<file path="config.mk">
export PLATFORM = sky130hd
export DESIGN_NAME = wm_parity_extract
export DESIGN_NICKNAME = d
export VERILOG_FILES = /design/src/rtl/wm_parity_extract.sv
export SDC_FILE = /design/constraint.sdc
export NUM_CORES = 1
export LEC_CHECK = 0
export CAP_MARGIN = 25
export CORE_UTILIZATION = 37
export CTS_CLUSTER_DIAMETER = 150
export DETAILED_ROUTE_END_ITERATION = 12
export DONT_BUFFER_PORTS = 1
export PLACE_DENSITY_LB_ADDON = 0.3
export SETUP_SLACK_MARGIN = 0.4
export SKIP_LAST_GASP = 1
export SYNTH_ARGS = -nofsm -noshare
export SYNTH_HDL_FRONTEND = slang
export SYNTH_SLANG_ARGS = --single-unit
</file>
<file path="constraint.sdc">
create_clock -name clk -period 4.4 [get_ports clk]
set_input_delay 0.66 -clock clk [delete_from_list [all_inputs] [get_ports clk]]
set_output_delay 0.66 -clock clk [all_outputs]
set_load 0.01 [all_outputs]
</file>
<file path="src/rtl/wm_parity_extract.sv">
module wm_parity_extract #(
  parameter int W  = 16,
  parameter int FW = 6
) (
  input  logic          clk,
  input  logic          rst_n,
  input  logic          start_i,
  input  logic [W-1:0]  coef_i,
  input  logic [FW-1:0] factor_i,
  output logic          busy_o,
  output logic          done_o,
  output logic          bit_o
);
  localparam int CW = $clog2(W + 1);
  localparam logic [CW-1:0] LAST = CW'(W);

  logic [CW-1:0] cnt;
  logic [W-1:0]  quo;
  logic [FW-1:0] rem;
  logic [FW-1:0] div;

  logic [FW:0] trial, diff;
  logic        take, round_up;
  logic [W-1:0] rounded;

  assign trial    = {rem, quo[W-1]};
  assign diff     = trial - {1'b0, div};
  assign take     = trial >= {1'b0, div};
  assign round_up = {rem, 1'b0} >= {1'b0, div};
  assign rounded  = quo + W'(round_up);

  always_ff @(posedge clk or negedge rst_n) begin
    if (!rst_n) begin
      busy_o <= 1'b0;
      done_o <= 1'b0;
      bit_o  <= 1'b0;
      cnt    <= '0;
      quo    <= '0;
      rem    <= '0;
      div    <= '0;
    end else begin
      done_o <= 1'b0;
      if (!busy_o) begin
        if (start_i) begin
          busy_o <= 1'b1;
          cnt    <= '0;
          quo    <= coef_i;
          rem    <= '0;
          div    <= factor_i;
        end
      end else if (cnt == LAST) begin
        busy_o <= 1'b0;
        done_o <= 1'b1;
        bit_o  <= rounded[0];
      end else begin
        cnt <= cnt + 1'b1;
        quo <= {quo[W-2:0], take};
        rem <= take ? diff[FW-1:0] : trial[FW-1:0];
      end
    end
  end

  AST_START_CAPTURE: assert property (@(posedge clk) disable iff (!rst_n)
    (start_i && !busy_o) |=> busy_o);
  AST_DONE_ONE_CYCLE: assert property (@(posedge clk) disable iff (!rst_n)
    done_o |=> !done_o);
  AST_DONE_ENDS_BUSY: assert property (@(posedge clk) disable iff (!rst_n)
    $fell(busy_o) |-> done_o);
  AST_DONE_NOT_BUSY: assert property (@(posedge clk) disable iff (!rst_n)
    done_o |-> !busy_o);
  AST_BIT_HOLD: assert property (@(posedge clk) disable iff (!rst_n)
    !done_o |=> ($stable(bit_o) || done_o));
  AST_BUSY_HOLD: assert property (@(posedge clk) disable iff (!rst_n)
    (busy_o && !done_o && cnt != LAST) |=> (busy_o && $stable(div)));
  AST_REM_BELOW_DIV: assert property (@(posedge clk) disable iff (!rst_n)
    busy_o |-> (rem < div));
endmodule

</file>
==> flow_metrics.py <==
metrics = {
    "status": {
        "outcome": "completed",
    },
    "synth": {
        "synth_cell_types": 41,
        "yosysSeqAreaShare_pct": 44.7,
        "synth_area_um2": 2010,
        "synth_ff_type": "dfrtp_1",
        "synth_nets": 235,
        "netlist.area_leader.share_pct": 44.7,
        "async_reset_ff_share_pct": 100,
        "synth.top_cells.by_area": "dfrtp_1 (45%), mux2i_1 (7.5%), nand2_1 (5.8%), ha_1 (5.6%), o21ai_1 (4.2%)",
        "yosysWarnings": 0,
        "synth-edff-count": 0,
        "synth_top_cell_by_area": "dfrtp_1",
        "yosysMostFrequentCell": "dfrtp_1",
        "synth_seq_cells": 36,
        "synthCells": 200,
        "syn_area_per_cell_um2": 10.1,
        "synth_common_cells": "dfrtp_1 (36), nand2_1 (31), o21ai_1 (17), mux2i_1 (15)",
    },
    "power": {
        "p_leak_nw": 0.991,
        "p_per_area_nw_per_um2": 885,
        "ir_worst_vdd_v": 0.000320,
    },
    "detailed_routing": {
        "drt_iter0_drc": 49,
        "ant_nets": 0,
        "vias_per_cell": 5.10,
        "vias": 1362,
        "wl_per_cell_um": 14.0,
        "drc": 0,
        "firstDrtPassIters": 4,
        "wl_mm": 3.73,
    },
    "cts": {
        "cts.repair.resized": 0,
        "cts_setup_buffers": 0,
        "htreeDepth": 2,
        "root_buffer": "clkbuf_8",
        "hold_buffers": 0,
        "cts_tree": "done",
        "clk_path_buf_depth": 2,
        "insertion_delay_ps": 290,
        "cts.reportedPaths.clkPinSlew_ps": 70,
        "numClockSinks": 36,
        "cts_buffers": 5,
    },
    "final_layout": {
        "area_growth_pct": 5.41,
        "drive_gt1_share_pct": 8.63,
        "final_nets": 232,
        "regArea_um2": 901,
        "multi_input_area_um2": 988,
        "fillers": 511,
        "n_antenna_cell": 0,
        "stdcell_count": 267,
        "design_area_um2": 2120,
    },
    "worst_setup_path": {
        "critPathMaxStageDelay_ps": 420,
        "crit_top_cell": "a21o_1",
        "cp_cell_sequence": "ha_1 -> a21o_1 -> a211oi_2 -> a21boi_4 -> a211oi_1 -> a21o_1",
        "critPathSlowestCell": "dfrtp_1",
        "criticalPathCategory": "reg -> reg",
        "worstPathRequired_ps": 4580,
        "critPathMaxFanout": 13,
        "arrival_ps": 2280,
        "start_kind": "flip-flop",
        "reg2reg_slack_ps": 2300,
        "cp-end-kind": "flip-flop",
    },
    "sta": {
        "fin_crit_ps": 2100,
        "hold_violations": 0,
        "tns_ps": 0,
        "slew_violations": 0,
        "relSlewSlack_pct": 49.1,
        "finalSetupViolations": 0,
        "worstMarginPinSlew_ps": 762,
        "worst_clock_skew_ps": 5.49,
        "fin_crit_sh_pct": 47.8,
        "rsz0062_at_grt": "false",
        "fmax_mhz": 475,
    },
    "floorplanning": {
        "fp-row-count": 26,
        "die_w_um": 75.8,
        "io_pins": 28,
        "initial_utilization_pct": 38.9,
        "coreArea_um2": 5170,
        "die_y_um": 75.8,
        "dieArea_um2": 5740,
    },
    "global_route": {
        "grt_pass1_wl_mm": 6.42,
        "grt_use_total_pct": 15.1,
        "overflow": 0,
        "grt_max_degree": 39,
        "antenna_found_initial": 0,
        "grt_pass1_vias": 1365,
    },
    "flow_run": {
        "drv_cap": 0,
    },
    "placed_design": {
        "io_buffers": 0,
        "hpwl_mm": 2.66,
        "dp_cells": 260,
        "placed_cell_area_um2": 2030,
        "gp_congestion": 0.732,
    },
    "min_path": {
        "hold_class": "in -> async",
    },
}
-- where the power goes --
group          switching, mW  internal, mW
Sequential             0.119         0.505
Combinational          0.545         0.454
Clock                  0.114         0.139
-- layout by cell type, fill, tap and decap left out, types with 4 or more instances in the layout --
master / synthesis / routed
dfrtp_1: 36 / 36
nand2_1: 31 / 31
o21ai_1: 17 / 17
mux2i_1: 15 / 15
inv_1: 10 / 10
nand3_1: 10 / 10
o21ai_0: 9 / 9
ha_1: 9 / 9
clkbuf_8: 0 / 7
nor2b_1: 5 / 5
nand2b_1: 4 / 4
o31ai_1: 4 / 4
-- worst paths after layout --
check,startpoint,endpoint,depth (start not counted)
min in group clk,factor_i[0],div[0]$_DFFE_PN0P_,2
max in group asynchronous,rst_n,cnt[4]$_DFFE_PN0P_,0
worst min-delay path,rst_n,quo[8]$_DFFE_PN0P_,0
worst max-delay path,rem[3]$_DFFE_PN0P_,quo[0]$_DFFE_PN0P_,6
worst max register to register,rem[3]$_DFFE_PN0P_,quo[0]$_DFFE_PN0P_,6
worst min register to register,quo[13]$_DFFE_PN0P_,quo[13]$_DFFE_PN0P_,2
-- registers in the layout, indices dropped and copies added (netlist names) --
signal  flops
bit_o       1
busy_o      1
quo        16
done_o      1
cnt         5
rem         6
div         6
-- metal layers --
metal | share of wire (%) | global-route usage (%)
met1 | 50 | 20.4
met2 | 44 | 23.2
met3 | 4.7 | 4.37
met4 | 1.3 | 4.94
met5 | 0 | 0
-- critical path, delay by kind of cell, from the launching register on --
kind | cells | cell delay [ps]
compound gates | 5 | 1200
flops | 1 | 420
fa+ha+maj | 1 | 370
-- area by class of cell --
type,instances,share of cell area (%)
clock buffers,7,4.54
inverters,11,1.95
multi-input cells,142,46.6
flip-flops and latches,36,42.5
well taps,70,4.13
repair buffers,1,0.354
-- kinds of logic (layout without fill, tap and decap cells) --
| kind of cell | count (synthesis) | after routing | synth area share, % |
|---|---|---|---|
| AND/OR/NAND/NOR | 62 | 62 | 15.4 |
| AO/OA/AOI/OAI | 47 | 47 | 15.8 |
| flip-flops | 36 | 36 | 44.7 |
| buffers and inverters | 22 | 19 | 6.15 |
| multiplexers | 17 | 17 | 8.76 |
| adder cells (fa/ha/maj) | 10 | 10 | 6.59 |
| XOR/XNOR | 6 | 6 | 2.61 |
-- per-stage QoR --
stage / setup WS (ps) / hold slack (ps) / power (mW) / utilization, %
2_1_floorplan: 2520 / 364 / 1.50 / -
3_3_place_gp: 2290 / 365 / 1.62 / 39.2
3_5_place_dp: 2310 / 365 / 1.63 / 39.2
4_1_cts: 2290 / 50.3 / 1.90 / 41.0
5_1_grt: 2180 / 46.1 / 2.06 / 41.0
6_report: 2300 / 60.5 / 1.88 / 41.0
Power figures use the tool's default switching activity.
